<file path="src/rtl/srs_pkg.sv">
package srs_pkg;
  typedef enum logic [2:0] {
    ST_IDLE,
    ST_WARN,
    ST_SEND,
    ST_WAIT,
    ST_NMI
  } srs_state_t;

  localparam int CMD_BITS = 2;
  localparam logic [CMD_BITS-1:0] CMD_RESET = 2'b11;
endpackage

</file>
<file path="src/rtl/srs_press_detect.sv">
module srs_press_detect (
  input  logic clk,
  input  logic rst,
  input  logic btn_i,
  output logic press_o
);
  logic btn_prev;

  always_ff @(posedge clk) begin
    if (rst) btn_prev <= 1'b0;
    else     btn_prev <= btn_i;
  end

  assign press_o = btn_i & ~btn_prev;
endmodule

</file>
<file path="src/rtl/srs_cmd_shift.sv">
module srs_cmd_shift #(
  parameter int W = 2,
  parameter logic [W-1:0] CODE = '1
) (
  input  logic clk,
  input  logic rst,
  input  logic start_i,
  output logic ser_en_o,
  output logic ser_d_o,
  output logic last_o
);
  localparam int LW = $clog2(W + 1);

  logic [W-1:0]  sh;
  logic [LW-1:0] left;

  always_ff @(posedge clk) begin
    if (rst) begin
      sh   <= '0;
      left <= '0;
    end else if (start_i) begin
      sh   <= CODE;
      left <= LW'(W);
    end else if (left != '0) begin
      sh   <= sh << 1;
      left <= left - 1'b1;
    end
  end

  assign ser_en_o = (left != '0);
  assign ser_d_o  = sh[W-1];
  assign last_o   = (left == LW'(1));
endmodule

</file>
<file path="src/rtl/srs_tick_counter.sv">
module srs_tick_counter #(
  parameter int MAX = 16,
  parameter int CW  = $clog2(MAX + 1)
) (
  input  logic          clk,
  input  logic          rst,
  input  logic          clr_i,
  input  logic          en_i,
  output logic [CW-1:0] cnt_o
);
  localparam logic [CW-1:0] TOP = CW'(MAX);

  always_ff @(posedge clk) begin
    if (rst || clr_i)               cnt_o <= '0;
    else if (en_i && cnt_o != TOP)  cnt_o <= cnt_o + 1'b1;
  end
endmodule

</file>
<file path="src/rtl/soft_reset_seq.sv">
module soft_reset_seq #(
  parameter int GRACE_CYCLES = 25_000_000,
  parameter int NMI_WIDTH    = 4
) (
  input  logic clk,
  input  logic rst,
  input  logic btn_i,
  input  logic ack_n_i,
  output logic warn_irq_o,
  output logic cmd_en_o,
  output logic cmd_d_o,
  output logic nmi_o,
  output logic rom_unlock_o
);
  import srs_pkg::*;

  localparam int TMAX = (GRACE_CYCLES > NMI_WIDTH) ? GRACE_CYCLES : NMI_WIDTH;
  localparam int CW   = $clog2(TMAX + 1);
  localparam logic [CW-1:0] GRACE_C = CW'(GRACE_CYCLES);
  localparam logic [CW-1:0] NMI_END = CW'(NMI_WIDTH - 1);

  srs_state_t    state;
  logic          press;
  logic          tx_last;
  logic [CW-1:0] cnt;
  logic          accept;
  logic          tmr_clr;
  logic          tmr_en;
  logic          warn_q, nmi_q, unlock_q;

  srs_press_detect u_press (
    .clk     (clk),
    .rst     (rst),
    .btn_i   (btn_i),
    .press_o (press)
  );

  srs_cmd_shift #(.W(CMD_BITS), .CODE(CMD_RESET)) u_tx (
    .clk      (clk),
    .rst      (rst),
    .start_i  (state == ST_WARN),
    .ser_en_o (cmd_en_o),
    .ser_d_o  (cmd_d_o),
    .last_o   (tx_last)
  );

  srs_tick_counter #(.MAX(TMAX), .CW(CW)) u_tmr (
    .clk   (clk),
    .rst   (rst),
    .clr_i (tmr_clr),
    .en_i  (tmr_en),
    .cnt_o (cnt)
  );

  assign accept  = (state == ST_WAIT) && (cnt >= GRACE_C) && !ack_n_i;
  assign tmr_clr = ((state == ST_SEND) && tx_last) || accept;
  assign tmr_en  = (state == ST_WAIT) || (state == ST_NMI);

  always_ff @(posedge clk) begin
    if (rst) begin
      state    <= ST_IDLE;
      warn_q   <= 1'b0;
      nmi_q    <= 1'b0;
      unlock_q <= 1'b0;
    end else begin
      case (state)
        ST_IDLE: if (press) begin
          state  <= ST_WARN;
          warn_q <= 1'b1;
        end
        ST_WARN: state <= ST_SEND;
        ST_SEND: if (tx_last) state <= ST_WAIT;
        ST_WAIT: if (accept) begin
          state    <= ST_NMI;
          warn_q   <= 1'b0;
          nmi_q    <= 1'b1;
          unlock_q <= 1'b1;
        end
        ST_NMI: if (cnt == NMI_END) begin
          state <= ST_IDLE;
          nmi_q <= 1'b0;
        end
        default: state <= ST_IDLE;
      endcase
    end
  end

  assign warn_irq_o   = warn_q;
  assign nmi_o        = nmi_q;
  assign rom_unlock_o = unlock_q;
endmodule

</file>
<file path="config.mk">
export PLATFORM = sky130hd
export DESIGN_NAME = soft_reset_seq
export DESIGN_NICKNAME = d
export VERILOG_FILES = /design/src/rtl/srs_pkg.sv /design/src/rtl/srs_press_detect.sv /design/src/rtl/srs_cmd_shift.sv /design/src/rtl/srs_tick_counter.sv /design/src/rtl/soft_reset_seq.sv
export SDC_FILE = /design/constraint.sdc
export NUM_CORES = 1
export LEC_CHECK = 0
export ABC_AREA = 1
export BUFFER_PORTS_ARGS = -buffer_cell sky130_fd_sc_hd__buf_2
export CORE_MARGIN = 2
export CORE_UTILIZATION = 25
export DETAILED_ROUTE_END_ITERATION = 10
export GPL_TIMING_DRIVEN = 1
export PLACE_DENSITY = 0.4
export SLEW_MARGIN = 25
export SYNTH_ARGS = -nofsm -noshare
export SYNTH_HDL_FRONTEND = slang
export SYNTH_SLANG_ARGS = --single-unit
</file>
<file path="constraint.sdc">
create_clock -name clk -period 3.4 [get_ports clk]
set_input_delay 0.51 -clock clk [delete_from_list [all_inputs] [get_ports clk]]
set_output_delay 0.51 -clock clk [all_outputs]
set_load 0.01 [all_outputs]
</file>
==> flow_metrics.tcl <==
set metrics [dict create \
    regArea_um2 721 \
    via_per_inst 4.39 \
    rsz0062_at_grt "false" \
    max_slew.worst_pin.slew_ps 455 \
    multi_input_area_mm2 0.00137 \
    clkSinkCount 36 \
    finalHoldViolCount 0 \
    num_antenna_cells 0 \
    drc 0 \
    hold_class "in2reg" \
    nets 383 \
    maxSlewHeadroom_pct 69.7 \
    start_util_pct 25.7 \
    pre_cts_ws_ps 1550 \
    synth_edf_count 0 \
    p_clk_share_pct 35.8 \
    power_leakage_uw 0.00102 \
    areaGrowthSynthToFinish_pct 8.68 \
    nFillCells 1041 \
    holdBufCountCts 0 \
    grt_max_degree 28 \
    cts_tree "done" \
    maxSlewViolCount 0 \
    gp_congestion 0.870 \
    cts-root-buf "clkbuf_8" \
    grt_pass1_vias 2108 \
    whs_ps 414 \
    die_area_mm2 0.0102 \
    firstDrtPassIters 4 \
    core_mm2 0.00920 \
    cp-end-kind "register" \
    setup_violations 0 \
    pwr-share-seq_pct 43.9 \
    syn_area_per_cell_um2 6.37 \
    drtIter0Drc 73 \
    ir_worst_vdd_mv 0.201 \
    clk_latency_ps 300 \
    syn-num-nets 377 \
    drive_above_1_share_pct 12.4 \
    routed_wl_mm 6.20 \
    drv_cap 0 \
    vias 2149 \
    postCtsSetupBuffers 0 \
    die_h_um 101 \
    synth_top_flop_cell "dfxtp_1" \
    cts_resized 0 \
    crit_type "reg2reg" \
    power_switching_uw 349 \
    post-dp-hpwl_mm 4.61 \
    status "complete, no violations" \
    ys_types 29 \
    grt_pass1_wl_mm 10.4 \
    io_buffer_count 8 \
    antenna_left 0 \
    htree_levels 2 \
    cp.arrival_ps 2090 \
    gr-total-overflow 0 \
    synthArstFlopShare_pct 0 \
    intPower_uw 741 \
    ys_ff_latch 36 \
    setup.worst_path.start_class "register" \
    yosys_warnings 0 \
    syn_area_mm2 0.00236 \
    synthCells 371 \
    swShare_pct 32.0 \
    fmax_mhz 537 \
    min_period_ps 1860 \
    antenna_found_initial 0 \
    cts_buffer_depth 2 \
    powerDensity_mw_per_mm2 424 \
    routedWlPerCell_um 12.7 \
    tns_ps 0 \
    comb_power_share_pct 20.2 \
    io_pins 9 \
    setup_slack_ps 1540 \
    required_ps 3620 \
    cp_max_fo 27 \
    chipWidth_um 101 \
    ys_seq_area_share_pct 30.5 \
    path_clk_slew_ps 90 \
    finalCritPeriodShare_pct 54.8 \
    cts_buffers 5 \
    core.rowCount 35 \
    clock_skew_ps 11.3 \
    grt.total_usage_pct 13.1 \
]
power groups by stage:
stage | logic (uW) | clock network [uW] | registers [uW]
6_report | 220 | 391 | 479
3_5_place_dp | 225 | 0 | 488
2_1_floorplan | 186 | 0 | 489
3_3_place_gp | 226 | 0 | 489
4_1_cts | 226 | 406 | 478
5_1_grt | 260 | 422 | 484
cell usage in the layout (no fill, tap or decap), types with 2 or more instances in the layout:
cell	count
buf_2	8
inv_1	46
dfxtp_1	36
nand4_1	7
nand3b_1	2
a21oi_1	9
ha_1	2
nand2_1	121
nand2_4	2
a21oi_2	18
xor2_1	13
nor3_1	6
o21ai_0	6
nor2_2	4
clkbuf_8	5
nand3_1	19
xnor2_1	3
nor2_1	58
synthesized netlist by cell type, drive strengths merged (2+ instances only):
library cell / n / share of area [%]
nor3: 7 / 1.7
nand3: 21 / 5.2
inv: 48 / 7.7
nor2: 62 / 10
nand3b: 2 / 0.64
o21ai: 6 / 1.3
buf: 9 / 3.6
xor2: 13 / 4.8
ha: 2 / 1.1
dfxtp: 36 / 30
nand4: 7 / 1.9
nand2: 124 / 20
a21oi: 27 / 8.6
xnor2: 3 / 1.1
through the flow:
stage,cell area (um^2),std cells,util [%],total power [uW]
after floorplan,2360,371,-,675
after global placement,2460,481,26.7,715
after detailed placement,2460,481,26.7,714
after CTS,2570,489,27.9,1110
after global routing,2570,489,27.9,1170
final,2570,489,27.9,1090
logic make-up (layout without fill, tap and decap cells):
family	count (synthesis)	in the layout	share of synthesized area, %
adder cells (fa/ha/maj)	2	2	1.06
buffers and inverters	58	65	11.5
AND/OR/NAND/NOR	224	224	40.6
flip-flops	36	36	30.5
AO/OA/AOI/OAI	35	35	10.4
XOR/XNOR	16	16	5.93
final timing paths:
path              slack, ps            from  cells after the start          endpoint
hold reg to reg         450      warn_irq_o                      2        warn_irq_o
setup reg to reg       1540  u_tmr.cnt_o[0]                      9    u_tmr.cnt_o[8]
hold / removal          410           btn_i                      3  u_press.btn_prev
setup / recovery       1540  u_tmr.cnt_o[0]                      9    u_tmr.cnt_o[8]
flip-flops by register name, summed over array words and instances (netlist names):
register	cells
u_press.btn_prev	1
u_tx.left	2
u_tmr.cnt_o	25
u_tx.sh	2
warn_irq_o	1
nmi_o	1
state	3
rom_unlock_o	1
cell type report:
class                      instances  share of cell area, %
clock buffer                       5                   2.68
tap                              111                   5.41
timing repair buffer               8                   1.56
inverter                          49                   7.26
multi-input combinational        277                   53.4
clock inverter                     3                   1.66
sequential                        36                   28.1
metal layers:
metal	GRT usage [%]	wire length [um]	share of wire (%)
met1	17.8	3180	51
met2	21.3	2740	44
met3	2.35	196	3.2
met4	4.05	84	1.4
met5	0	0	0
worst max-delay path: stages, from the launching register on:
cell and delay [ps]:
dfxtp_1 420, inv_1 80, ha_1 220, nand3_1 90, nor2_1 40, nand3b_1 110, nand2_4 210, inv_4 300
o21ai_0 180, a21oi_2 140
No activity file was read; power rests on OpenSTA's default activity.
